==> src/rtl/fe_pkg.sv <==
// Package: shared addresses, command patterns and widths for the
// flash erase guard. Assumes a byte-wide register bus.
package fe_pkg;
    localparam int DATA_W = 8;
    localparam int ADDR_W = 8;
    localparam int PAGE_W = DATA_W - 1;

    localparam logic [ADDR_W-1:0] CTRL_ADDR = 8'hB2;
    localparam logic [ADDR_W-1:0] PAGE_ADDR = 8'hB7;
    localparam logic [ADDR_W-1:0] CMD_ADDR  = 8'h94;

    localparam logic [DATA_W-1:0] PAT_PAGE = 8'h55;
    localparam logic [DATA_W-1:0] PAT_MASS = 8'hAA;

    // Bit positions inside the control register
    localparam int BIT_COLL = 0;
    localparam int BIT_ARM  = 1;
    localparam int BIT_LOCK = 6;
    localparam int BIT_BUSY = 7;
endpackage

==> src/rtl/fe_cmd_decode.sv <==
// Command decoder: turns a write to the erase command register into
// launch, disarm and collision strobes. Purely combinational; assumes
// arm and busy come from registers.
module fe_cmd_decode
    import fe_pkg::*;
(
    input  logic              wr,
    input  logic [ADDR_W-1:0] addr,
    input  logic [DATA_W-1:0] wdata,
    input  logic              arm,
    input  logic              dbg_en,
    input  logic              busy,
    output logic              go_page,
    output logic              go_mass,
    output logic              disarm,
    output logic              coll
);
    logic cmd_wr;

    // Classify the command write against state and preconditions
    always_comb begin
        cmd_wr  = wr && (addr == CMD_ADDR);
        go_page = cmd_wr && !busy && (wdata == PAT_PAGE);
        disarm  = cmd_wr && !busy && (wdata == PAT_MASS);
        go_mass = disarm && arm && dbg_en;
        coll    = cmd_wr && busy;
    end
endmodule

==> src/rtl/fe_regs.sv <==
// Register file: arm bit, security lock, collision flag and page
// register, with the combinational read mux. Assumes single-port bus.
module fe_regs
    import fe_pkg::*;
(
    input  logic              clk,
    input  logic              rst_n,
    input  logic              wr,
    input  logic [ADDR_W-1:0] addr,
    input  logic [DATA_W-1:0] wdata,
    input  logic              disarm,
    input  logic              coll_set,
    input  logic              mass_done,
    input  logic              busy,
    output logic              arm,
    output logic              lock,
    output logic              coll,
    output logic [PAGE_W-1:0] page,
    output logic [DATA_W-1:0] rdata
);
    logic ctrl_wr, page_wr;
    assign ctrl_wr = wr && (addr == CTRL_ADDR);
    assign page_wr = wr && (addr == PAGE_ADDR);

    // Update control bits and page register
    always_ff @(posedge clk) begin
        if (!rst_n) begin
            arm  <= 1'b0;
            lock <= 1'b0;
            coll <= 1'b0;
            page <= '0;
        end else begin
            if (ctrl_wr)              arm <= wdata[BIT_ARM];
            else if (disarm)          arm <= 1'b0;
            if (ctrl_wr && wdata[BIT_LOCK]) lock <= 1'b1;
            else if (mass_done)       lock <= 1'b0;
            if (coll_set)             coll <= 1'b1;
            else if (ctrl_wr && wdata[BIT_COLL]) coll <= 1'b0;
            if (page_wr)              page <= wdata[DATA_W-1:1];
        end
    end

    // Read mux for the addressed register
    always_comb begin
        rdata = '0;
        if (addr == CTRL_ADDR) begin
            rdata[BIT_BUSY] = busy;
            rdata[BIT_LOCK] = lock;
            rdata[BIT_ARM]  = arm;
            rdata[BIT_COLL] = coll;
        end else if (addr == PAGE_ADDR) begin
            rdata = {page, 1'b0};
        end
    end
endmodule

==> src/rtl/fe_seq.sv <==
// Erase sequencer: launches an erase, latches type and page, holds
// busy until the flash side reports done. Assumes go_* are one-hot.
module fe_seq
    import fe_pkg::*;
(
    input  logic              clk,
    input  logic              rst_n,
    input  logic              go_page,
    input  logic              go_mass,
    input  logic [PAGE_W-1:0] page_in,
    input  logic              flash_done,
    output logic              start,
    output logic              busy,
    output logic              mass,
    output logic [PAGE_W-1:0] page_out,
    output logic              mass_done
);
    // Launch, latch and complete an erase
    always_ff @(posedge clk) begin
        if (!rst_n) begin
            start    <= 1'b0;
            busy     <= 1'b0;
            mass     <= 1'b0;
            page_out <= '0;
        end else begin
            start <= go_page || go_mass;
            if (go_page || go_mass) begin
                busy     <= 1'b1;
                mass     <= go_mass;
                page_out <= page_in;
            end else if (busy && flash_done) begin
                busy <= 1'b0;
            end
        end
    end

    assign mass_done = busy && flash_done && mass;
endmodule

==> src/rtl/fe_dbg_gate.sv <==
// Debug gate: while the lock is set, only erase requests pass.
module fe_dbg_gate (
    input  logic dbg_req,
    input  logic dbg_en,
    input  logic dbg_is_erase,
    input  logic lock,
    output logic grant
);
    // Allow a debug operation per lock state
    always_comb grant = dbg_req && dbg_en && (!lock || dbg_is_erase);
endmodule

==> src/rtl/flash_erase_guard.sv <==
// Top: flash erase unlock sequencer. Wires the decoder, register file,
// sequencer and debug gate. Assumes one bus access per cycle.
module flash_erase_guard
    import fe_pkg::*;
(
    input  logic              clk,
    input  logic              rst_n,
    input  logic              sfr_wr,
    input  logic [ADDR_W-1:0] sfr_addr,
    input  logic [DATA_W-1:0] sfr_wdata,
    output logic [DATA_W-1:0] sfr_rdata,
    input  logic              dbg_en,
    input  logic              dbg_req,
    input  logic              dbg_is_erase,
    output logic              dbg_grant,
    input  logic              flash_done,
    output logic              erase_start,
    output logic              erase_mass,
    output logic [PAGE_W-1:0] erase_page,
    output logic              busy
);
    logic go_page, go_mass, disarm, coll_set, mass_done;
    logic arm_q, sec_q, coll_q;
    logic [PAGE_W-1:0] page_q;

    fe_cmd_decode u_dec (
        .wr(sfr_wr), .addr(sfr_addr), .wdata(sfr_wdata), .arm(arm_q),
        .dbg_en(dbg_en), .busy(busy), .go_page(go_page), .go_mass(go_mass),
        .disarm(disarm), .coll(coll_set)
    );

    fe_regs u_regs (
        .clk(clk), .rst_n(rst_n), .wr(sfr_wr), .addr(sfr_addr),
        .wdata(sfr_wdata), .disarm(disarm), .coll_set(coll_set),
        .mass_done(mass_done), .busy(busy), .arm(arm_q), .lock(sec_q),
        .coll(coll_q), .page(page_q), .rdata(sfr_rdata)
    );

    fe_seq u_seq (
        .clk(clk), .rst_n(rst_n), .go_page(go_page), .go_mass(go_mass),
        .page_in(page_q), .flash_done(flash_done), .start(erase_start),
        .busy(busy), .mass(erase_mass), .page_out(erase_page),
        .mass_done(mass_done)
    );

    fe_dbg_gate u_dbg (
        .dbg_req(dbg_req), .dbg_en(dbg_en), .dbg_is_erase(dbg_is_erase),
        .lock(sec_q), .grant(dbg_grant)
    );
endmodule

==> config.mk <==
export PLATFORM = sky130hd
export DESIGN_NAME = flash_erase_guard
export DESIGN_NICKNAME = d
export VERILOG_FILES = /design/src/rtl/fe_pkg.sv /design/src/rtl/fe_cmd_decode.sv /design/src/rtl/fe_regs.sv /design/src/rtl/fe_seq.sv /design/src/rtl/fe_dbg_gate.sv /design/src/rtl/flash_erase_guard.sv
export SDC_FILE = /design/constraint.sdc
export NUM_CORES = 1
export LEC_CHECK = 0
export ABC_AREA = 1
export BUFFER_PORTS_ARGS = -buffer_cell sky130_fd_sc_hd__buf_2
export CAP_MARGIN = 20
export CORE_MARGIN = 4
export CORE_UTILIZATION = 40
export DETAILED_ROUTE_END_ITERATION = 12
export MAX_ROUTING_LAYER = met4
export PLACE_DENSITY = 0.79
export SKIP_CTS_REPAIR_TIMING = 1
export SYNTH_ARGS = -nofsm -noshare
export SYNTH_HDL_FRONTEND = slang
export SYNTH_HIERARCHICAL = 1
export SYNTH_SLANG_ARGS = --single-unit
==> constraint.sdc <==
create_clock -name clk -period 1.35 [get_ports clk]
set_input_delay 0 -clock clk [delete_from_list [all_inputs] [get_ports clk]]
set_output_delay 0 -clock clk [all_outputs]
set_load 0.05 [all_outputs]
# ---- After elaboration in Yosys (flattened, before gate mapping)
# Index checks and enable logic that the tools add are counted.
dict set report classes {
  add_sub_neg 0
  n_mul 0
  div_mod_pow 0
  order_cmp 0
  eq_ne 5
  n_shift 0
  mux 12
  bitwise 0
  n_reduce_logical 23
}
# operator count
set op_table {}
lappend op_table {{== test 8 bit, second input constant} 4}
lappend op_table {{logical AND 1 bit} 15}
lappend op_table {{== test 8 x 7 -> 1 bit, second input constant} 1}
lappend op_table {{two-way mux 1 bit} 8}
lappend op_table {{two-way mux 8 bit} 1}
lappend op_table {{nonzero test 2 bit} 4}
lappend op_table {{two-way mux 2 bit} 2}
lappend op_table {{two-way mux 4 bit} 1}
lappend op_table {{zero test 1 bit} 2}
lappend op_table {{logical OR 1 bit} 2}
dict set report word_totals {
  reg_bits 20
  latchBits 0
  ram_bits 0
  romBits 0
  in_bits 23
  output_inout_bits 19
  memories 0
}

# ---- Longest topological paths before layout
# Gate-level depths: netlist of the first run.
dict set report depth {
  depth_word 8
  depth_mapped 10
}

# ---- Modules after synthesis
# The synthesis of the first run kept the hierarchy.
# mod instances cells_each area_per_inst_um2
set by_module_without_submodules {}
lappend by_module_without_submodules {fe_regs 1 80 573.0}
lappend by_module_without_submodules {fe_seq 1 58 399.1}
lappend by_module_without_submodules {fe_cmd_decode 1 25 155.1}
lappend by_module_without_submodules {fe_dbg_gate 1 3 16.3}

# ---- Worst setup path after synthesis of the first run
# No wires, ideal clock.
dict set report synth_timing {
  path_kind {register to register}
  startpoint {register u_seq.busy}
  endpoint {register u_seq.page_out[1]}
  setup_ns 0.113
  t_arrival_ns 1.438
  required_ns 1.237
  setup_slack_ns -0.201
  path_stages_with_launch 9
  synth_period_minus_slack_ns 1.551
  path_cell_list {dfxtp_1 -> inv_1 -> nand4_4 -> nor3_2 -> nor2_4 -> buf_6 -> nand2_1 -> nand2_1 -> nor2_1}
}
dict set report synth_between {
  elab_chain_cells 6
  word_cells_on_any_way 7
  cone_classes {7 x reduce/logical}
}
# item line_no
set synth_lines {}
lappend synth_lines {{start: declaration} fe_seq.sv:13} ;# output logic busy,
lappend synth_lines {{start signal: assignment} fe_seq.sv:22} ;# busy <= 1'b0;
lappend synth_lines {{start signal: assignment} fe_seq.sv:28} ;# busy <= 1'b1;
lappend synth_lines {{start signal: assignment} fe_seq.sv:32} ;# busy <= 1'b0;
lappend synth_lines {{zero test 1 bit} fe_cmd_decode.sv:24} ;# disarm = cmd_wr && !busy && (wdata == PAT_MASS);
lappend synth_lines {{logical AND 1 bit (2 in series)} fe_cmd_decode.sv:24}
lappend synth_lines {{logical AND 1 bit (2 in series)} fe_cmd_decode.sv:25} ;# go_mass = disarm && arm && dbg_en;
lappend synth_lines {{named net go_mass} flash_erase_guard.sv:22} ;# logic go_page, go_mass, disarm, coll_set, mass_done;
lappend synth_lines {{logical OR 1 bit} fe_seq.sv:27} ;# if (go_page || go_mass) begin
lappend synth_lines {{end signal: assignment} fe_seq.sv:30} ;# page_out <= page_in;
lappend synth_lines {{end: declaration} fe_seq.sv:15} ;# output logic [PAGE_W-1:0] page_out,
# The timed path passes the listed nets, and every way through them passes these cells.
# A chain may end at the register's enable or synchronous reset.

# ---- Worst setup path after layout of the first run
dict set report layout_timing {
  startpoint {register u_seq.busy}
  endpoint {register u_seq.page_out[2]}
}
# Same word-level chain as after synthesis.

==> results of run 1 <==
-- per-layer routing --
metal	share of wire	global-route usage	vias up
li1	-	-	611
met2	0.50	0.239	32
met5	0	-	-
met1	0.45	0.211	533
met3	0.053	0.0126	0
met4	0	0.0455	0
-- worst paths after layout --
| kind | endpoint | cells after the start |
|---|---|---|
| max | u_seq/page_out[2]$_SDFFE_PN0P_ | 6 |
| min | u_seq/page_out[0]$_SDFFE_PN0P_ | 3 |
| max reg2reg | u_seq/page_out[2]$_SDFFE_PN0P_ | 6 |
| min reg2reg | u_regs/coll$_SDFFE_PN0P_ | 2 |
-- flip-flops by register name, indices dropped and copies added (netlist names) --
signal	cells
u_regs/arm	1
u_seq/start	1
u_regs/coll	1
u_seq/busy	1
u_regs/lock	1
u_regs/page	7
u_seq/page_out	7
u_seq/mass	1
-- cell usage after synthesis (2+ instances only) --
master and number:
nand2_1 48, inv_1 25, nor2_1 23, dfxtp_1 20, a21oi_1 11, nand3_1 5
nor2_4 5, nand2_2 4, nor3_2 4, nor3b_1 4, o21ai_0 3, nor2_2 2
-- per-stage QoR --
step / setup slack (ns) / area (um^2) / TNS, ns
2_1_floorplan: -0.200 / 1140 / -0.952
4_1_cts: 0.111 / 1430 / 0
5_1_grt: 0.00909 / 1510 / 0
3_3_place_gp: 0.195 / 1370 / 0
3_5_place_dp: 0.125 / 1370 / 0
6_report: 0.0934 / 1510 / 0
-- power by group through the flow --
stage | logic, mW | registers [mW] | clock network (mW)
4_1_cts | 0.116 | 0.591 | 0.492
3_3_place_gp | 0.115 | 0.604 | 0
3_5_place_dp | 0.116 | 0.604 | 0
2_1_floorplan | 0.0591 | 0.604 | 0
5_1_grt | 0.148 | 0.591 | 0.519
6_report | 0.134 | 0.591 | 0.487
-- layout make-up --
cell class | instances | share of cell area
clock buffer | 3 | 0.0149
clock inverter | 1 | 0.0199
inverter | 28 | 0.0728
multi-input combinational | 116 | 0.412
sequential | 20 | 0.266
tap | 31 | 0.0257
timing repair buffer | 49 | 0.189
-- worst min-delay path, delay by kind of cell --
family / cells / cell delay, ns
buffers and inverters: 1 / 0.17
AND/OR/NAND/NOR: 2 / 0.11
-- cells by family after synthesis --
kind of cell           count (synthesis)  share of synthesized area
buffers and inverters                 30                      0.110
AO/OA/AOI/OAI                         16                     0.0744
flip-flops                            20                      0.350
AND/OR/NAND/NOR                      100                      0.465
==> results.md, run 1 <==
* Fin util at 0.553
* R2r setup slk at 0.09 ns
* Commonest cells after routing, fill and taps aside: 48 x nand2_1, 41 x buf_2, 25 x inv_1
* Fin cells at approximately 250
* RSZ-0062 raised after global routing: no
* Overall Power at between 1 and 1.5 mW
* Sw Ratio at 0.219
* Site Rows at 19
* WP data required at 1.56 ns
* Cell taking the most area after synthesis: dfxtp_1
* WHS at about 0.0072 ns
* Crit path DAT at 1.47 ns
* Avg Cell Area, Syn at approximately 6.9 um^2
* Async set-or-reset flop fraction in the synthesized netlist at 0
* Clock-pin slew on the worst setup and hold paths at 0.12 ns
* Worst-path fanout max at 16
* Overflow left after global routing at 0
* Share of post-route cells with drive strength above 1 at 0.313
* Post-layout min period at around 1.3 ns
* Critical-path cell list: inv_1, nand4_4, nor3_2, nor2_4, nor2_1, nor2_1
* Comb pwr share at 0.111
* Worst path bufs/invs at 1
* Commonest non-fill, non-tap cell in the layout: nand2_1
* Synth unique cells at 24
* Seq pwr share at 0.487
* HP Start: rst_n
* DP Cell Count at about 240
* Initial Utilization at 0.418
* Fillers at about 260
* Clk_lat worst skew at roughly 0.30 ns
* Max_slew headroom at 0.784
* WS Path Type: flop to flop
* Status: completed
* Drt total wl at roughly 2.8 mm
* Endpoints failing hold at 0
* DR vias at roughly 1200
* Area contributors post-synth: dfxtp_1 35%, nand2_1 16%, inv_1 8.2%, nor2_1 7.5%, nor2_4 4.9%
* Routed Antenna Nets at 0
* Initial antenna violation count at 0
* Area delta synth->final at 32.2%
* Inserted Diodes at 0
* CTS tree: built
* Final worst path period share at 0.931
* Die Y at ~61 um
* Maximum VDD drop at just over 0.0005 V
* # setup viols final at 0
* FMAX at 796 MHz
* CP most frequent cell: nor2_1
* Clock power frac at 0.402
* CP Capture Type: flop
* Inserted Clock Buffers at 3
* 1st-pass router iterations at 4
* Number of synthesized register bits at 20
* HP Class: input pin to flop
* Ys Warns at 6
* GRT Total Usage at 0.153
* Die ar. at between 3000 and 4000 um^2
* First-pass GRT wire length at 4.18 mm
* Top_reg_cell synth: dfxtp_1
* Max-cap viol count at 0
* RD Place Congestion at about 0.82
* Sink Count at 20
* Port bufs at 41
* Pint at around 0.95 mW
* Crit start category: flop
* Max H-tree Level at 1
* RR Startpoint: u_seq/busy$_SDFFE_PN0P_
* FF+latch area at about 400 um^2
* Synth Net Count at between 150 and 200
* Residual DRC at 0
* Area share of the largest cell type after synthesis at 0.350
* Post-Syn Area at between 1000 and 1500 um^2
* Max incr delay on CP at approximately 0.36 ns
* Post-synthesis sequential area ratio at 0.350
* PwrDens at between 800 and 900 nW/um^2
* IO Count at 42
* Multi-input logic area at 623 um^2
* Detailed Place HPWL at 2.13 mm
* Fin Clk Skew at just over 0.006 ns
* Max-slew violations at 0
* 1st-iter DRT viols at just under 60
* Clk root buf: clkbuf_4
* Vias/cell at roughly 4.7
* Slowest-stage cell, CP: dfxtp_2
* Nets@finish at 241
* Synth Instances at ~170
* Clock Path Buffers at 2
* Slew @ Worst Pin at roughly 0.32 ns
* Critical path startpoint: u_seq/busy$_SDFFE_PN0P_
* Die W at 61.5 um
* Post-synth EDFFs at 0
* Number of global-route vias before repair at roughly 970
* Core Area at approximately 2700 um^2
* Crit-path leading delay family: simple AND/OR/NAND/NOR gates
* Pin count of the biggest net entering global routing at 17
* Sw power at around 0.27 mW
* Static Leak at ~0.76 nW
* Routed wire per std cell at between 10 and 15 um
Power figures use the tool's default switching activity.
==> inputs of run 2 (changes only) <==
Settings changed: CAP_MARGIN 20 to unset, CORE_ASPECT_RATIO set to 1.2, PLACE_DENSITY 0.79 to 0.8, SYNTH_HIERARCHICAL 1 to unset.
==> results.md, run 2 <==
* Die ar. at 3450 um^2 (-8.8%)
* Routed wire per std cell at 10.7 um (-4.5%)
* CTS tree: built
* Post-synthesis sequential area ratio at 0.390 (+0.0397)
* Number of global-route vias before repair at 983 (+1.7%)
* Clk_lat worst skew at 0.29 ns (about the same)
* Area share of the largest cell type after synthesis at 0.390 (+0.0397)
* Dpl cell area at 1270 um^2 (-7.2%)
* FMAX at 796 MHz (about the same)
* Port bufs at 41 (unchanged)
* RD Place Congestion at 0.792 (-3.2%)
* Commonest cells post-synth: 26 x inv_1, 23 x nand2_1, 20 x dfxtp_1, 20 x nor2_1, 19 x a21oi_1
* Post-layout min period at 1.26 ns (-0.000815 ns)
* First-pass GRT wire length at 3.97 mm (-5.1%)
* Core Area at 2380 um^2 (-13%)
* Crit-path leading delay family: buffers and inverters
* Fin Clk Skew at 0.00114 ns (-0.00506 ns)
* Synth Net Count at 174 (-7.9%)
* Crit start category: flop
* DR vias at 1089 (-7.4%)
* Post-route setup slack at 0.0942 ns (+0.000815 ns)
* Max_slew headroom at 0.816 (+0.0327)
* Area delta synth->final at 26.2%
* Fin util at 0.545 (-0.00760)
* WP data required at 1.35 ns (-0.21 ns)
* Slowest-stage cell, CP: dfxtp_2
* Post-synth EDFFs at 0 (unchanged)
* Top_reg_cell synth: dfxtp_1
* Initial Utilization at 0.432 (+0.0138)
* Failing checks: negative hold slack
* Critical-path cell list: inv_1, o22ai_2, buf_2
* Area contributors post-synth: dfxtp_1 39%, inv_1 9.5%, a21oi_1 9.3%, nand2_1 8.4%, nor2_1 7.3%
* Die Y at 63.5 um (+3.3%)
* Number of synthesized register bits at 20 (unchanged)
* Ys Warns at 0 (-6)
* Nets@finish at 219 (-9.1%)
* Static Leak at 0.627 nW (-17%)
* Synth unique cells at 21 (-13%)
* Post-Syn Area at 1030 um^2 (-10%)
* Max incr delay on CP at 0.36 ns (about the same)
* Worst-path fanout max at 6 (-10)
* Clock-pin slew on the worst setup and hold paths at 0.10 ns (-0.02 ns)
* Overflow left after global routing at 0 (unchanged)
* Maximum VDD drop at 0.000531 V (+3.3%)
* Initial antenna violation count at 0 (unchanged)
* PwrDens at 736 nW/um^2 (-8.1%)
* Site Rows at 19 (unchanged)
* Max-cap viol count at 0 (unchanged)
* Biggest regs: u_regs.page x7, u_seq.page_out x7
* Avg Cell Area, Syn at 6.80 um^2 (-1.3%)
* Commonest cells after routing, fill and taps aside: 41 x buf_2, 26 x inv_1, 23 x nand2_1
* 1st-iter DRT viols at 16 (-72%)
* Max H-tree Level at 1 (unchanged)
* Inserted Clock Buffers at 3 (unchanged)
* Max-slew violations at 0 (unchanged)
* Commonest non-fill, non-tap cell in the layout: buf_2
* 1st-pass router iterations at 4 (unchanged)
* Residual DRC at 0 (unchanged)
* IO Count at 42 (unchanged)
* Final worst path period share at 0.930 (about the same)
* Routed Antenna Nets at 0 (unchanged)
* Endpoints failing hold at 1 (+1)
* Share of post-route cells with drive strength above 1 at 0.273 (-0.0402)
* Clock Path Buffers at 2 (unchanged)
* WHS at -0.000990 ns (-0.00817 ns)
* Async set-or-reset flop fraction in the synthesized netlist at 0 (unchanged)
* Pin count of the biggest net entering global routing at 18 (+1)
* Drt total wl at 2.41 mm (-13%)
* Setup total negative slack at 0 ns (unchanged)
* Crit path DAT at 1.26 ns (-0.21 ns)
* Clk root buf: clkbuf_4
* Post-layout instance area at 1300 um^2 (-14%)
* Vias/cell at 4.84 (+2.1%)
* Detailed Place HPWL at 1.95 mm (-8.2%)
* Place WS at 0.144 ns (+0.0187 ns)
* WS Path Type: flop to primary output
* # setup viols final at 0 (unchanged)
* HP Class: input pin to flop
* Synth Instances at 151 (-9.0%)
* GRT Total Usage at 0.154 (+0.00125)
* Die W at 54.3 um (-12%)
* Inserted Diodes at 0 (unchanged)
* Slew @ Worst Pin at 0.275 ns (-0.0489 ns)
* Sink Count at 20 (unchanged)
* Worst path bufs/invs at 2 (+1)
* Status: complete, but fails checks
* Fillers at 266 (+4.3%)
* Cell taking the most area after synthesis: dfxtp_1
* Most common cell in the netlist: inv_1
* CP Capture Type: primary output
* RSZ-0062 raised after global routing: no
[run 2: changes by cell type in the layout (fill, tap and decap cells not counted), moves of 2 or more]
cell           before  now
a21oi_1            11   19
nand3_1             5   14
o21ai_0             2    9
nor3b_1             4    0
nand2_1            48   23
dlygate4sd3_1       8    0
nand2_2             4    0
nor3_1              0    4
nor2_4              5    1
buf_4               0    2
nor2_1             23   20
nor3_2              3    0
nor2_2              2    0
[run 2: layout make-up]
class	instances	area [um^2]	share of cell area
Timing Repair Buffer	43	220	0.170
Clock buffer	3	22.5	0.0174
Sequential cell	20	402	0.310
Inverter	26	97.6	0.0753
Multi-Input combinational cell	102	515	0.398
Tap cell	31	38.8	0.0299
[run 2: routing by layer]
layer	routed length, um	up-vias	share of wire	global-route usage
met1	991	474	0.41	0.184
met4	57	0	0.024	0.0748
met2	1220	33	0.51	0.249
met5	0	-	0	-
li1	-	577	-	-
met3	135	5	0.056	0.0165
[run 2: cell families (layout without fill, tap and decap cells)]
group,Yosys count,count (layout),share of synthesized area
flip-flops,20,20,0.390
AO/OA/AOI/OAI,33,33,0.169
buffers and inverters,29,72,0.114
AND/OR/NAND/NOR,69,69,0.326
[run 2: report_power, final]
group          switching, mW  total (mW)  leakage (nW)  internal [mW]
logic                 0.0552      0.0925         0.452         0.0373
clock network          0.168       0.271        0.0138          0.104
registers           0.000318       0.590         0.162          0.590
total                  0.223       0.954         0.627          0.731
[run 2: path summary, 6_finish.rpt]
path                             from                             end  slack, ns  cells past startpoint
max           u_seq.busy$_SDFFE_PN0P_                    sfr_rdata[7]       0.09                      3
min                        flash_done         u_seq.busy$_SDFFE_PN0P_     -0.001                      3
min reg2reg  u_regs.coll$_SDFFE_PN0P_        u_regs.coll$_SDFFE_PN0P_       0.48                      2
max reg2reg   u_seq.busy$_SDFFE_PN0P_  u_seq.page_out[0]$_SDFFE_PN0P_       0.13                      4
[run 2: through the flow]
step | instances | hold slack (ns) | total power [mW]
final | 225 | -0.000990 | 0.954
after global routing | 225 | 0.0188 | 1.00
after CTS | 225 | -0.00979 | 0.962
after detailed placement | 222 | 0.306 | 0.697
after global placement | 222 | 0.311 | 0.696
after floorplan | 151 | 0.138 | 0.644
[run 2: worst reg2reg max path: stages, from the launching register on]
cell	delay [ns]
dfxtp_2	0.34
inv_1	0.21
nand4_1	0.28
a21oi_1	0.23
nor2_1	0.05
